**src/rtl/mdio_pkg.sv**
```systemverilog
package mdio_pkg;

  // Widths fixed by the management frame format
  localparam int ADDR_W  = 5;
  localparam int DATA_W  = 16;
  localparam int HDR_W   = 2 + 2 + 2 * ADDR_W;   // start, opcode, both addresses
  localparam int TX_W    = HDR_W + 2 + DATA_W;   // plus turnaround and data

  typedef enum logic [1:0] {
    ST_IDLE,
    ST_FRAME,
    ST_FLUSH,
    ST_FINISH
  } mdioState_e;

  // Strobes from control to datapath
  typedef struct packed {
    logic load;      // latch a new command into the transmit shifter
    logic preamble;  // current bit is a preamble bit
    logic shiftTx;   // advance the transmit shifter at bit end
    logic shiftRx;   // shift one sampled data bit in
    logic capture;   // publish the received word
  } mdioStrobe_t;

endpackage

```
**src/rtl/mdio_clkgen.sv**
```systemverilog
module mdio_clkgen #(
  parameter int HALF_PERIOD = 40
) (
  input  logic clk,
  input  logic rstN,
  input  logic run,
  output logic mdc,
  output logic bitEnd
);

  localparam int CNT_W = (HALF_PERIOD > 1) ? $clog2(HALF_PERIOD) : 1;
  localparam logic [CNT_W-1:0] LAST_CNT = CNT_W'(HALF_PERIOD - 1);

  logic [CNT_W-1:0] halfCnt;
  logic             mdcPhase;
  logic             halfDone;

  assign halfDone = (halfCnt == LAST_CNT);

  always_ff @(posedge clk) begin
    if (!rstN) begin
      halfCnt  <= '0;
      mdcPhase <= 1'b0;
    end else if (!run) begin
      halfCnt  <= '0;
      mdcPhase <= 1'b0;
    end else if (halfDone) begin
      halfCnt  <= '0;
      mdcPhase <= ~mdcPhase;
    end else begin
      halfCnt  <= halfCnt + 1'b1;
    end
  end

  // A bit ends on the last system cycle of the MDC high phase
  assign bitEnd = run && mdcPhase && halfDone;
  assign mdc    = mdcPhase;

endmodule

```
**src/rtl/mdio_ctrl.sv**
```systemverilog
module mdio_ctrl
  import mdio_pkg::*;
#(
  parameter int PRE_BITS   = 32,
  parameter int FLUSH_BITS = 32
) (
  input  logic        clk,
  input  logic        rstN,
  input  logic        cmdValid,
  input  logic        cmdRead,
  input  logic        bitEnd,
  input  logic        mdioIn,
  output mdioStrobe_t strobe,
  output logic        run,
  output logic        mdioOe,
  output logic        busy,
  output logic        done,
  output logic        error
);

  localparam int TA_FIRST   = PRE_BITS + HDR_W;
  localparam int TA_SECOND  = TA_FIRST + 1;
  localparam int DATA_FIRST = TA_FIRST + 2;
  localparam int DATA_LAST  = DATA_FIRST + DATA_W - 1;
  localparam int TRAIL      = DATA_LAST + 1;
  localparam int FLUSH_LAST = TA_SECOND + FLUSH_BITS;
  localparam int IDX_MAX    = (TRAIL > FLUSH_LAST) ? TRAIL : FLUSH_LAST;
  localparam int IDX_W      = $clog2(IDX_MAX + 1);

  mdioState_e       state;
  logic [IDX_W-1:0] bitIdx;
  logic             isRead;
  logic             errFlag;
  logic             inFrame;
  int               idx;

  assign inFrame = (state == ST_FRAME);
  assign idx     = int'(bitIdx);

  always_ff @(posedge clk) begin
    if (!rstN) begin
      state   <= ST_IDLE;
      bitIdx  <= '0;
      isRead  <= 1'b0;
      errFlag <= 1'b0;
    end else begin
      case (state)
        ST_IDLE: begin
          if (cmdValid) begin
            state   <= ST_FRAME;
            bitIdx  <= '0;
            isRead  <= cmdRead;
            errFlag <= 1'b0;
          end
        end
        ST_FRAME: begin
          if (bitEnd) begin
            if (idx == TRAIL) begin
              state <= ST_FINISH;
            end else begin
              bitIdx <= bitIdx + 1'b1;
              if (isRead && idx == TA_SECOND && mdioIn) begin
                state <= ST_FLUSH;
              end
            end
          end
        end
        ST_FLUSH: begin
          if (bitEnd) begin
            if (idx == FLUSH_LAST) begin
              state   <= ST_FINISH;
              errFlag <= 1'b1;
            end else begin
              bitIdx <= bitIdx + 1'b1;
            end
          end
        end
        ST_FINISH: state <= ST_IDLE;
        default:   state <= ST_IDLE;
      endcase
    end
  end

  always_comb begin
    strobe.load     = (state == ST_IDLE) && cmdValid;
    strobe.preamble = (idx < PRE_BITS);
    strobe.shiftTx  = inFrame && bitEnd && (idx >= PRE_BITS);
    strobe.shiftRx  = inFrame && bitEnd && isRead &&
                      (idx >= DATA_FIRST) && (idx <= DATA_LAST);
    strobe.capture  = inFrame && bitEnd && isRead && (idx == TRAIL);
  end

  // Drive through the header; writes keep driving through the data field
  assign mdioOe = inFrame && ((idx < TA_FIRST) || (!isRead && idx < TRAIL));
  assign run    = inFrame || (state == ST_FLUSH);
  assign busy   = (state != ST_IDLE);
  assign done   = (state == ST_FINISH);
  assign error  = errFlag;

endmodule

```
**src/rtl/mdio_datapath.sv**
```systemverilog
module mdio_datapath
  import mdio_pkg::*;
(
  input  logic              clk,
  input  logic              rstN,
  input  mdioStrobe_t       strobe,
  input  logic              cmdRead,
  input  logic [ADDR_W-1:0] phyAddr,
  input  logic [ADDR_W-1:0] regAddr,
  input  logic [DATA_W-1:0] wrData,
  input  logic              mdioIn,
  output logic              mdioOut,
  output logic [DATA_W-1:0] rdData
);

  logic [TX_W-1:0]   txShift;
  logic [DATA_W-1:0] rxShift;
  logic [DATA_W-1:0] rdReg;
  logic [1:0]        opCode;

  assign opCode = cmdRead ? 2'b10 : 2'b01;

  always_ff @(posedge clk) begin
    if (!rstN) begin
      txShift <= '0;
    end else if (strobe.load) begin
      txShift <= {2'b01, opCode, phyAddr, regAddr, 2'b10, wrData};
    end else if (strobe.shiftTx) begin
      txShift <= {txShift[TX_W-2:0], 1'b0};
    end
  end

  always_ff @(posedge clk) begin
    if (!rstN) begin
      rxShift <= '0;
      rdReg   <= '0;
    end else begin
      if (strobe.shiftRx) rxShift <= {rxShift[DATA_W-2:0], mdioIn};
      if (strobe.capture) rdReg   <= rxShift;
    end
  end

  assign mdioOut = strobe.preamble ? 1'b1 : txShift[TX_W-1];
  assign rdData  = rdReg;

endmodule

```
**src/rtl/mdio_master.sv**
```systemverilog
module mdio_master
  import mdio_pkg::*;
#(
  parameter int HALF_PERIOD = 40,
  parameter int PRE_BITS    = 32,
  parameter int FLUSH_BITS  = 32
) (
  input  logic        clk,
  input  logic        rstN,
  input  logic        cmdValid,
  input  logic        cmdRead,
  input  logic [4:0]  phyAddr,
  input  logic [4:0]  regAddr,
  input  logic [15:0] wrData,
  output logic [15:0] rdData,
  output logic        busy,
  output logic        done,
  output logic        error,
  output logic        mdc,
  output logic        mdioOut,
  output logic        mdioOe,
  input  logic        mdioIn
);

  mdioStrobe_t strobe;
  logic        run;
  logic        bitEnd;

  mdio_clkgen #(.HALF_PERIOD(HALF_PERIOD)) u_clkgen (
    .clk    (clk),
    .rstN   (rstN),
    .run    (run),
    .mdc    (mdc),
    .bitEnd (bitEnd)
  );

  mdio_ctrl #(.PRE_BITS(PRE_BITS), .FLUSH_BITS(FLUSH_BITS)) u_ctrl (
    .clk      (clk),
    .rstN     (rstN),
    .cmdValid (cmdValid),
    .cmdRead  (cmdRead),
    .bitEnd   (bitEnd),
    .mdioIn   (mdioIn),
    .strobe   (strobe),
    .run      (run),
    .mdioOe   (mdioOe),
    .busy     (busy),
    .done     (done),
    .error    (error)
  );

  mdio_datapath u_datapath (
    .clk     (clk),
    .rstN    (rstN),
    .strobe  (strobe),
    .cmdRead (cmdRead),
    .phyAddr (phyAddr),
    .regAddr (regAddr),
    .wrData  (wrData),
    .mdioIn  (mdioIn),
    .mdioOut (mdioOut),
    .rdData  (rdData)
  );

endmodule

```
**config.mk**
```make
export PLATFORM = sky130hd
export DESIGN_NAME = mdio_master
export DESIGN_NICKNAME = d
export VERILOG_FILES = /design/src/rtl/mdio_pkg.sv /design/src/rtl/mdio_clkgen.sv /design/src/rtl/mdio_ctrl.sv /design/src/rtl/mdio_datapath.sv /design/src/rtl/mdio_master.sv
export SDC_FILE = /design/constraint.sdc
export NUM_CORES = 1
export LEC_CHECK = 0
export ABC_AREA = 1
export ABC_CLOCK_PERIOD_IN_PS = 3600
export BUFFER_PORTS_ARGS = -buffer_cell sky130_fd_sc_hd__buf_2
export CORE_MARGIN = 2
export CORE_UTILIZATION = 30
export DETAILED_ROUTE_END_ITERATION = 8
export HOLD_SLACK_MARGIN = 0.12
export PLACE_DENSITY = 0.46
export SYNTH_ARGS = -nofsm -noshare
export SYNTH_HDL_FRONTEND = slang
export SYNTH_SLANG_ARGS = --single-unit
```
**constraint.sdc**
```tcl
create_clock -name clk -period 3.6 [get_ports clk]
set_input_delay 0.36 -clock clk [delete_from_list [all_inputs] [get_ports clk]]
set_output_delay 0.36 -clock clk [all_outputs]
set_load 0.02 [all_outputs]
```
After elaboration in Yosys (flattened, before gate mapping)
Index checks and enable logic that the tools add are counted.
- flip-flop bits (word level): 82
- input bits: 31
- output and inout port bits: 22
- word-level logic and storage cells: 84
- add/subtract/negate cells: 2
- $lt $le $gt $ge: 6
- equal/unequal tests: 14
- muxes and demuxes: 21
- bitwise logic cells: 3
- reductions and logical operators: 28
- operators by type and width (kind ; count):
    two-way mux 31 bit ; 2
    two-way mux 7 bit ; 5
    == test 7 bit, second input constant ; 3
    one-hot mux 7 bit (3 select lines) ; 1
    >= comparator 7 x 6 -> 1 bit, second input constant ; 2
    less-than comparator 7 x 6 -> 1 bit, second input constant ; 2
    two-way mux 2 bit ; 7
    logical AND 1 bit ; 13
    one-hot mux 2 bit (4 select lines) ; 1
    adder 7 x 1 -> 7 bit, second input constant ; 1
    <= comparator 7 x 6 -> 1 bit, second input constant ; 1
    less-than comparator 7 bit, second input constant ; 1
    adder 6 x 1 -> 6 bit, second input constant ; 1
    == test 6 bit, second input constant ; 1
    inequality test 2 x 1 -> 1 bit, second input constant ; 3
    inequality test 2 bit, second input constant ; 3
    AND reduction 6 bit ; 1
    nonzero test 2 bit ; 3
    AND reduction 5 bit ; 1
    == test 2 bit, second input constant ; 2
    two-way mux 1 bit ; 4
    AND reduction 2 bit ; 2
    AND reduction 4 bit ; 1
    inequality test 3 bit, second input constant ; 1
    other kinds (9) ; 12

Depth between registers and ports, before layout
Gate-level depths: netlist of the first run.
- depth in word-level cells: 8
- depth in mapped cells: 12
- depth with buffers taken out: 11

By module
Synthesis of the first run repeated with hierarchy kept, for this count alone.
- cells, all modules: 558
- area, all modules: 3807.4 um2
- by module, submodules not included (module ; instances ; cells each ; area an instance (um2) ; sequential area each (um2)):
    mdio_datapath ; 1 ; 370 ; 2585.0 ; 1281.2
    mdio_ctrl ; 1 ; 140 ; 883.3 ; 220.2
    mdio_clkgen ; 1 ; 48 ; 339.1 ; 140.1

Worst setup path before layout of the first run
Ideal clock, no wire load.
- path kind: reg-to-reg
- start point: register u_ctrl.state[0]
- end point: register u_datapath.rxShift[0]
- data arrival time: 1765 ps
- data required time: 3484 ps
- setup slack: 1720 ps
- stages on the path, launching flop included: 11
- buffers on the path: 1
- period minus slack after synthesis: 1880 ps
- cell sequence: dfxtp_1 -> inv_1 -> ha_1 -> nand2_1 -> inv_1 -> nand2_4 -> nor3_4 -> nand2_2 -> clkbuf_1 -> o21ai_0 -> nor2_1
- cells in the longest elaborated chain, start to end: 8
- ends and longest elaborated chain (item ; line ; source):
    from (decl) ; mdio_ctrl.sv:30 ; mdioState_e state;
    from (signal assigned) ; mdio_ctrl.sv:42 ; state <= ST_IDLE;
    from (signal assigned) ; mdio_ctrl.sv:50 ; state <= ST_FRAME;
    from (signal assigned) ; mdio_ctrl.sv:59 ; state <= ST_FINISH;
    == test 2 x 1 -> 1 bit / == test 2 bit (equally long branches) ; mdio_ctrl.sv:37, mdio_ctrl.sv:95 ;
    logical OR 1 bit ; mdio_ctrl.sv:95 ; assign run = inFrame || (state == ST_FLUSH);
    logical AND 1 bit (2 in a row) ; mdio_clkgen.sv:36 ; assign bitEnd = run && mdcPhase && halfDone;
    logical AND 1 bit (*) (3 in a row) ; mdio_ctrl.sv:88 ; strobe.shiftRx = inFrame && bitEnd && isRead &&
    logical AND 1 bit (*) ; mdio_ctrl.sv:89 ; (idx >= DATA_FIRST) && (idx <= DATA_LAST);
    to (signal assigned) ; mdio_datapath.sv:38 ; if (strobe.shiftRx) rxShift <= {rxShift[DATA_W-2:0], mdioIn};
    to (decl) ; mdio_datapath.sv:17 ; logic [DATA_W-1:0] rxShift;
Every way passes the cells marked *; elsewhere a longest branch is shown, timed or not.
A chain may end at the register's enable or synchronous reset.

Worst setup path after layout of the first run
- start point: register u_ctrl.state[0]
- end point: register u_datapath.txShift[23]
- cells in the longest elaborated chain, start to end: 7
- ends and longest elaborated chain (item ; line ; source):
    == test 2 x 1 -> 1 bit / == test 2 bit (equally long branches) ; mdio_ctrl.sv:37, mdio_ctrl.sv:95 ;
    logical OR 1 bit ; mdio_ctrl.sv:95 ;
    logical AND 1 bit (2 in a row) ; mdio_clkgen.sv:36 ;
    logical AND 1 bit (2 in a row) ; mdio_ctrl.sv:87 ; strobe.shiftTx = inFrame && bitEnd && (idx >= PRE_BITS);
    nonzero test 2 bit (no source line) ; n/a ;
    to (signal assigned) ; mdio_datapath.sv:27 ; txShift <= {2'b01, opCode, phyAddr, regAddr, 2'b10, wrData};
    to (signal assigned) ; mdio_datapath.sv:29 ; txShift <= {txShift[TX_W-2:0], 1'b0};
    to (decl) ; mdio_datapath.sv:16 ; logic [TX_W-1:0] txShift;
Parallel ways exist; a longest one is shown, timed or not.

==> run_results.csv, run 1 <==
group,metric,value,unit
timing,finalSetupViolCount,0,
place,io_buffers,52,
yosys,async_flop_share,0,%
timing,tns,0,ns
clock_tree,cts_made_buffers,9,
floorplanning,die_width,116,µm
detailed_routing,avgViaCountPerCell,4.53,
place,hpwl,6220,µm
pwr,seq_power_share,41.4,%
worst_setup_path,crit_family,"simple AND/OR/NAND/NOR gates",
floorplanning,core,12500,µm²
yosys,yosysWarnings,0,
global_route,grt_pass1_wl,15400,µm
detailed_routing,drc,0,
yosys,ys.flop_type,"dfxtp_1",
clock_tree,cts_hold_buf,0,
timing,final_hold_viol_count,0,
pwr,power_frac_comb,22.2,%
floorplanning,io_pins,53,
global_route,antenna_found_initial,0,
worst_setup_path,crit_required,3.80,ns
global_route,grt-ovfl-total,0,
global_route,grt_usage,14.5,%
clock_tree,cts.sinks,82,
place,gp_congestion,0.782,
final_layout,drive_gt1_share,14.6,%
worst_setup_path,cp_max_fo,16,
clock_tree,clk_pin_slew,0.06,ns
detailed_routing,ant_nets,0,
timing,fin_crit_sh,64.2,%
worst_setup_path,path_cells,"inv_1, ha_1, nand2_1, inv_1, nand2_4, nor2_4, nand2_1, nand2_1, buf_4, nor2_1, nor2_1, nor2_1",
clock_tree,cts_max_level,3,
detailed_routing,drtIter0Drc,164,
worst_setup_path,cp_num_buf_inv,3,
floorplanning,die_y,116,µm
final_layout,n_antenna_cell,0,
pwr,power.density,557,nW/µm²
timing,slew_violations,0,
pwr,irDropWorstVdd,264,µV
timing,period_minus_slack,2.31,ns
yosys,synth_area,3800,µm²
worst_setup_path,criticalPathCategory,"reg2reg",
yosys,seq_area_frac_synth,43.2,%
floorplanning,num_rows,41,
clock_tree,clockBufferDepth,2,
global_route,grt_max_degree,47,
detailed_routing,wl_per_cell,12.1,µm
flow_run,maxCapViolCount,0,
detailed_routing,wirelength,9420,µm
yosys,netlist_instances,553,
floorplanning,initial_core_util,30.5,%
final_layout,layout_common_cells,"nor2_1 (124), nand2_1 (112), dfxtp_1 (82)",
worst_setup_path,crit_path_max_incr_delay,0.40,ns
yosys,synth_fp_nets,591,
worst_setup_path,arrival,2.51,ns
yosys,synthAdderAreaFrac,2.31,%
run_status,status,"finished, final reports clean",
yosys,synth_top_family_by_area,"simple AND/OR/NAND/NOR gates",
clock_tree,cts_resized,0,
clock_tree,insertion_delay,0.34,ns
worst_hold_path,hp-class,"in2reg",
timing,relSlewSlack,44.2,%
timing,skew,0.00586,ns
timing,fin_hold_ws,0.274,ns
final_layout,layout.nets,637,
yosys,synth.distinct_cells,33,
global_route,grt_pass1_vias,3299,
yosys,synth_compound_area_share,10.7,%
detailed_routing,num_vias,3518,
yosys,synthSimpleGateAreaFrac,34.9,%
timing,max_freq,433,MHz
worst_setup_path,cp_slowest_cell,"dfxtp_1",
clock_tree,post_cts_buffers,0,
yosys,syn_area_per_cell,6.86,µm²
timing,rsz0062_at_grt,"false",
pwr,p_clk_share,36.5,%
pwr,intPower,1.70,mW
yosys,muxShareOfSynthArea,0,%
clock_tree,root_buffer,"clkbuf_16",
worst_setup_path,worstSetupEndpointType,"flop",
final_layout,register_area,1640,µm²
floorplanning,dieArea,13600,µm²
clock_tree,cts_tree,"done",
yosys,synth_edf_count,0,
yosys,ys_ff_latch,82,
final_layout,layout_commonest_cell,"nor2_1",
timing,tightest_slew,0.836,ns
pwr,p_switching,807,µW
pwr,leakage,1.87,nW
detailed_routing,drtPass1Iterations,6,
yosys,synth_xor_area_share,0.923,%
final_layout,n_fill_cell,1378,
worst_setup_path,start_kind,"flop",
final_layout,synthToLayoutAreaGrowth,18.6,%
final_layout,multi_input_area,1850,µm²
pwr,netSwitchingFraction,32.2,%
final_layout,utilization,36.1,%
routing by layer:
| metal | part of all wire (%) | routed length (µm) | global-route usage (%) | vias to the layer above |
|---|---|---|---|---|
| met5 | 0 | 0 | 0 | - |
| li1 | - | - | - | 1863 |
| met1 | 49 | 4600 | 18.6 | 1582 |
| met3 | 4.4 | 419 | 4.20 | 12 |
| met4 | 1.6 | 147 | 5.32 | 0 |
| met2 | 45 | 4260 | 23.4 | 61 |
synthesized netlist by cell type (2+ instances only):
library cell / number / share of area [%]
nand2_2: 2 / 0.33
nor2_1: 124 / 12
o21ai_0: 42 / 5.5
xor2_1: 3 / 0.69
nor3b_1: 3 / 0.59
nor2_2: 3 / 0.49
clkbuf_1: 18 / 1.8
dfxtp_1: 82 / 43
a21oi_1: 30 / 4.0
o21ai_1: 2 / 0.26
ha_1: 7 / 2.3
nand4_1: 21 / 3.5
nand3_1: 29 / 3.8
nor2_4: 2 / 0.59
nor3_1: 3 / 0.40
nand2_1: 112 / 11
nand3_2: 3 / 0.79
inv_1: 47 / 4.6
inv_2: 2 / 0.20
buf_4: 2 / 0.40
buf_2: 3 / 0.40
a211oi_1: 2 / 0.40
through the flow:
stage	setup WS [ns]	power, mW	cells	cell area, µm²
final	1.29	2.51	776	4500
after global routing	1.04	2.68	776	4500
after CTS	1.28	2.55	776	4500
after detailed placement	1.28	1.62	760	4220
after global placement	1.40	1.62	760	4220
after floorplan	1.72	1.47	553	3800
worst min-delay path: cells and delay by family:
family,cells,cell delay (ns)
AND/OR/NAND/NOR,1,0.06
buffers and inverters,1,0.10
AO/OA/AOI/OAI,1,0.06
final timing paths:
| kind | from | to | slack, ns | cells after the start |
|---|---|---|---|---|
| setup / recovery | u_ctrl.state[0] | u_datapath.txShift[23] | 1.29 | 12 |
| hold / removal | wrData[0] | u_datapath.txShift[0] | 0.27 | 3 |
| setup reg to reg | u_ctrl.state[0] | u_datapath.txShift[23] | 1.29 | 12 |
| hold reg to reg | u_clkgen.halfCnt[0] | u_clkgen.halfCnt[0] | 0.45 | 1 |
area by class of cell:
cell class                 count  share of cell area, %
inverter                      51                   4.28
sequential                    82                   36.5
tap                          172                   4.78
clock buffer                  12                   5.25
multi-input combinational    396                   41.2
timing repair buffer          59                   6.95
clock inverter                 4                   1.14
cell families after synthesis:
group | after synthesis
adders and majority gates | 7
AOI/OAI and AO/OA | 79
xor gates and xnor gates | 4
and+or+nand+nor | 306
buffers and inverters | 75
DFF | 82
power groups by stage:
| stage | Clock [mW] | Combinational, mW | Sequential (mW) |
|---|---|---|---|
| after floorplan | 0 | 0.419 | 1.05 |
| after global placement | 0 | 0.562 | 1.06 |
| after detailed placement | 0 | 0.565 | 1.06 |
| after CTS | 0.946 | 0.569 | 1.04 |
| after global routing | 0.986 | 0.647 | 1.05 |
| final | 0.915 | 0.557 | 1.04 |
flip-flops by register name, indices dropped and copies added (netlist names), 2 cells and up:
name / count
u_datapath.rdData: 16
u_clkgen.halfCnt: 6
u_ctrl.state: 2
u_ctrl.bitIdx: 7
u_datapath.rxShift: 16
u_datapath.txShift: 32
Note: power is estimated with default switching activity, not from simulation.
==> run 2: changes to the inputs <==
--- a/config.mk
+++ b/config.mk
@@ -6,7 +6,7 @@
 export NUM_CORES = 1
 export LEC_CHECK = 0
 export ABC_AREA = 1
-export ABC_CLOCK_PERIOD_IN_PS = 3600
+export ABC_CLOCK_PERIOD_IN_PS = 2300
 export BUFFER_PORTS_ARGS = -buffer_cell sky130_fd_sc_hd__buf_2
 export CORE_MARGIN = 2
 export CORE_UTILIZATION = 30
==> constraint.sdc (replaced) <==
create_clock -name clk -period 2.3 [get_ports clk]
set_input_delay 0.23 -clock clk [delete_from_list [all_inputs] [get_ports clk]]
set_output_delay 0.23 -clock clk [all_outputs]
set_load 0.02 [all_outputs]
==> run 2 against run 1 <==
Net effect: core utilization increased by 0.91 points; cell count increased by 1.0%; sequential cell count unchanged; worst setup slack got worse by 1.0 ns; routed wire length decreased by 1.8%; total power increased by 61%; hold slack got worse by 0.10 ns; fmax increased by 14%; highest routed layer unchanged.
==> run_results.csv, run 2 (synthesized netlist as in run 1, its figures left out) <==
group,metric,value,unit
place,io_buffers,52,
worst_setup_path,criticalPathCategory,"reg2reg",
global_route,grt_pass1_wl,15800,µm
timing,tightest_slew,0.468,ns
floorplanning,initial_core_util,30.5,%
worst_setup_path,worstSetupEndpointType,"flop",
final_layout,layout.nets,645,
clock_tree,post_cts_buffers,0,
detailed_routing,drtPass1Iterations,4,
final_layout,layout_common_cells,"nor2_1 (124), nand2_1 (112), dfxtp_1 (82)",
global_route,antenna_found_initial,0,
clock_tree,clockBufferDepth,2,
final_layout,register_area,1640,µm²
timing,fin_hold_ws,0.171,ns
detailed_routing,num_vias,3508,
clock_tree,clk_pin_slew,0.06,ns
worst_setup_path,cp_num_buf_inv,3,
worst_setup_path,arrival,2.31,ns
pwr,power.density,876,nW/µm²
worst_setup_path,r2r_cells,11,
detailed_routing,ant_nets,0,
clock_tree,cts_hold_buf,0,
floorplanning,die_y,116,µm
global_route,grt_max_degree,30,
timing,final_hold_viol_count,0,
worst_setup_path,crit_family,"simple AND/OR/NAND/NOR gates",
floorplanning,num_rows,41,
place,dpl.cell_count,768,
timing,rsz0062_at_grt,"false",
worst_setup_path,crit_required,2.58,ns
final_layout,largest_register_ffs,32,
pwr,irDropWorstVdd,506,µV
detailed_routing,avgViaCountPerCell,4.47,
final_layout,n_fill_cell,1365,
worst_setup_path,rrSetupSlack,0.27,ns
final_layout,drive_gt1_share,16.0,%
timing,skew,0.00541,ns
worst_setup_path,cp_max_fo,17,
clock_tree,cts_resized,0,
detailed_routing,drc,0,
final_layout,n_antenna_cell,0,
clock_tree,cts.sinks,82,
worst_setup_path,start_kind,"flop",
floorplanning,die_width,116,µm
final_layout,layout_commonest_cell,"nor2_1",
worst_setup_path,cp_slowest_cell,"dfxtp_1",
clock_tree,cts_max_level,3,
timing,slew_violations,0,
place,gp_congestion,0.826,
timing,max_freq,492,MHz
final_layout,regMostFlops,"u_datapath.txShift",
worst_setup_path,r2r-end,"u_datapath.txShift[12]",
worst_hold_path,hp-class,"in2reg",
final_layout,multi_input_area,1850,µm²
worst_hold_path,hold_start,"wrData[0]",
clock_tree,cts_made_buffers,9,
flow_run,maxCapViolCount,0,
timing,fin_crit_sh,88.3,%
floorplanning,core,12500,µm²
floorplanning,dieArea,13600,µm²
worst_setup_path,cp.depth,11,
timing,tns,0,ns
worst_hold_path,holdPathStages,3,
detailed_routing,wl_per_cell,11.8,µm
run_status,status,"finished, final reports clean",
place,hpwl,6440,µm
worst_hold_path,min_to,"u_datapath.txShift[0]",
pwr,leakage,1.93,nW
floorplanning,io_pins,53,
final_layout,synthToLayoutAreaGrowth,21.6,%
timing,relSlewSlack,68.6,%
worst_setup_path,path_cells,"inv_1, ha_1, nand2_1, inv_1, nand2_4, nor2_4, nand2_1, buf_4, o21ai_0, nor2_1, nor2_1",
final_layout,fin_cells,784,
detailed_routing,wirelength,9250,µm
timing,period_minus_slack,2.03,ns
clock_tree,root_buffer,"clkbuf_16",
clock_tree,cts_tree,"done",
worst_setup_path,crit_path_max_incr_delay,0.41,ns
global_route,grt-ovfl-total,0,
worst_setup_path,r2r_start,"u_ctrl.state[1]",
timing,finalSetupViolCount,0,
global_route,grt_usage,14.9,%
global_route,grt_pass1_vias,3400,
detailed_routing,drtIter0Drc,212,
clock_tree,insertion_delay,0.34,ns
[run 2: changes by cell type in the layout (fill, tap and decap cells not counted)]
cell | previous run | this run
clkbuf_1 | 3 | 1
inv_6 | 1 | 0
buf_12 | 0 | 2
clkinv_2 | 2 | 1
buf_4 | 7 | 13
clkbuf_8 | 0 | 3
clkinv_4 | 0 | 1
[run 2: final cells by class]
type / count / area share, %
multi-input combinational: 396 / 40.1
tap: 172 / 4.66
sequential: 82 / 35.6
clock inverter: 3 / 1.00
clock buffer: 13 / 5.85
timing repair buffer: 67 / 8.62
inverter: 51 / 4.17
[run 2: power by group]
| part | internal [mW] | leakage [nW] | switching (mW) | total (mW) |
|---|---|---|---|---|
| Combinational | 0.323 | 1.12 | 0.601 | 0.925 |
| Clock | 0.932 | 0.152 | 0.562 | 1.49 |
| Sequential | 1.55 | 0.666 | 0.0773 | 1.63 |
| Total | 2.80 | 1.93 | 1.24 | 4.05 |
[run 2: worst max path at each step]
| stage | start | to | slack [ns] |
|---|---|---|---|
| after floorplan | u_ctrl.state[0] | u_datapath.rxShift[0] | 0.42 |
| after CTS | u_ctrl.state[0] | u_datapath.txShift[4] | 0.24 |
| after detailed placement | u_ctrl.state[0] | u_datapath.txShift[4] | 0.25 |
| after global placement | u_ctrl.state[0] | u_datapath.txShift[12] | 0.29 |
| final | u_ctrl.state[1] | u_datapath.txShift[12] | 0.27 |
| after global routing | u_ctrl.state[1] | u_datapath.txShift[12] | 0.05 |
[run 2: metal layers]
layer	vias up	global-route usage, %	share of wire, %
met2	50	24.4	45
met5	-	0	0
li1	1882	-	-
met4	0	5.08	1.2
met1	1568	18.6	50
met3	8	4.46	3.6
[run 2: metrics by stage]
stage | setup slack, ns | utilization [%] | power, mW | cell area, µm²
floorplan | 0.420 | - | 2.29 | 3800
global placement | 0.293 | 34.5 | 2.59 | 4300
detailed placement | 0.253 | 34.5 | 2.59 | 4300
CTS | 0.240 | 37.0 | 4.13 | 4620
global route | 0.0481 | 37.0 | 4.34 | 4620
finish | 0.269 | 37.0 | 4.05 | 4620
[run 2: tightest hold or removal path, stage by stage]
cell     delay (ns)
buf_2          0.10
nand2_1        0.07
a21oi_1        0.06
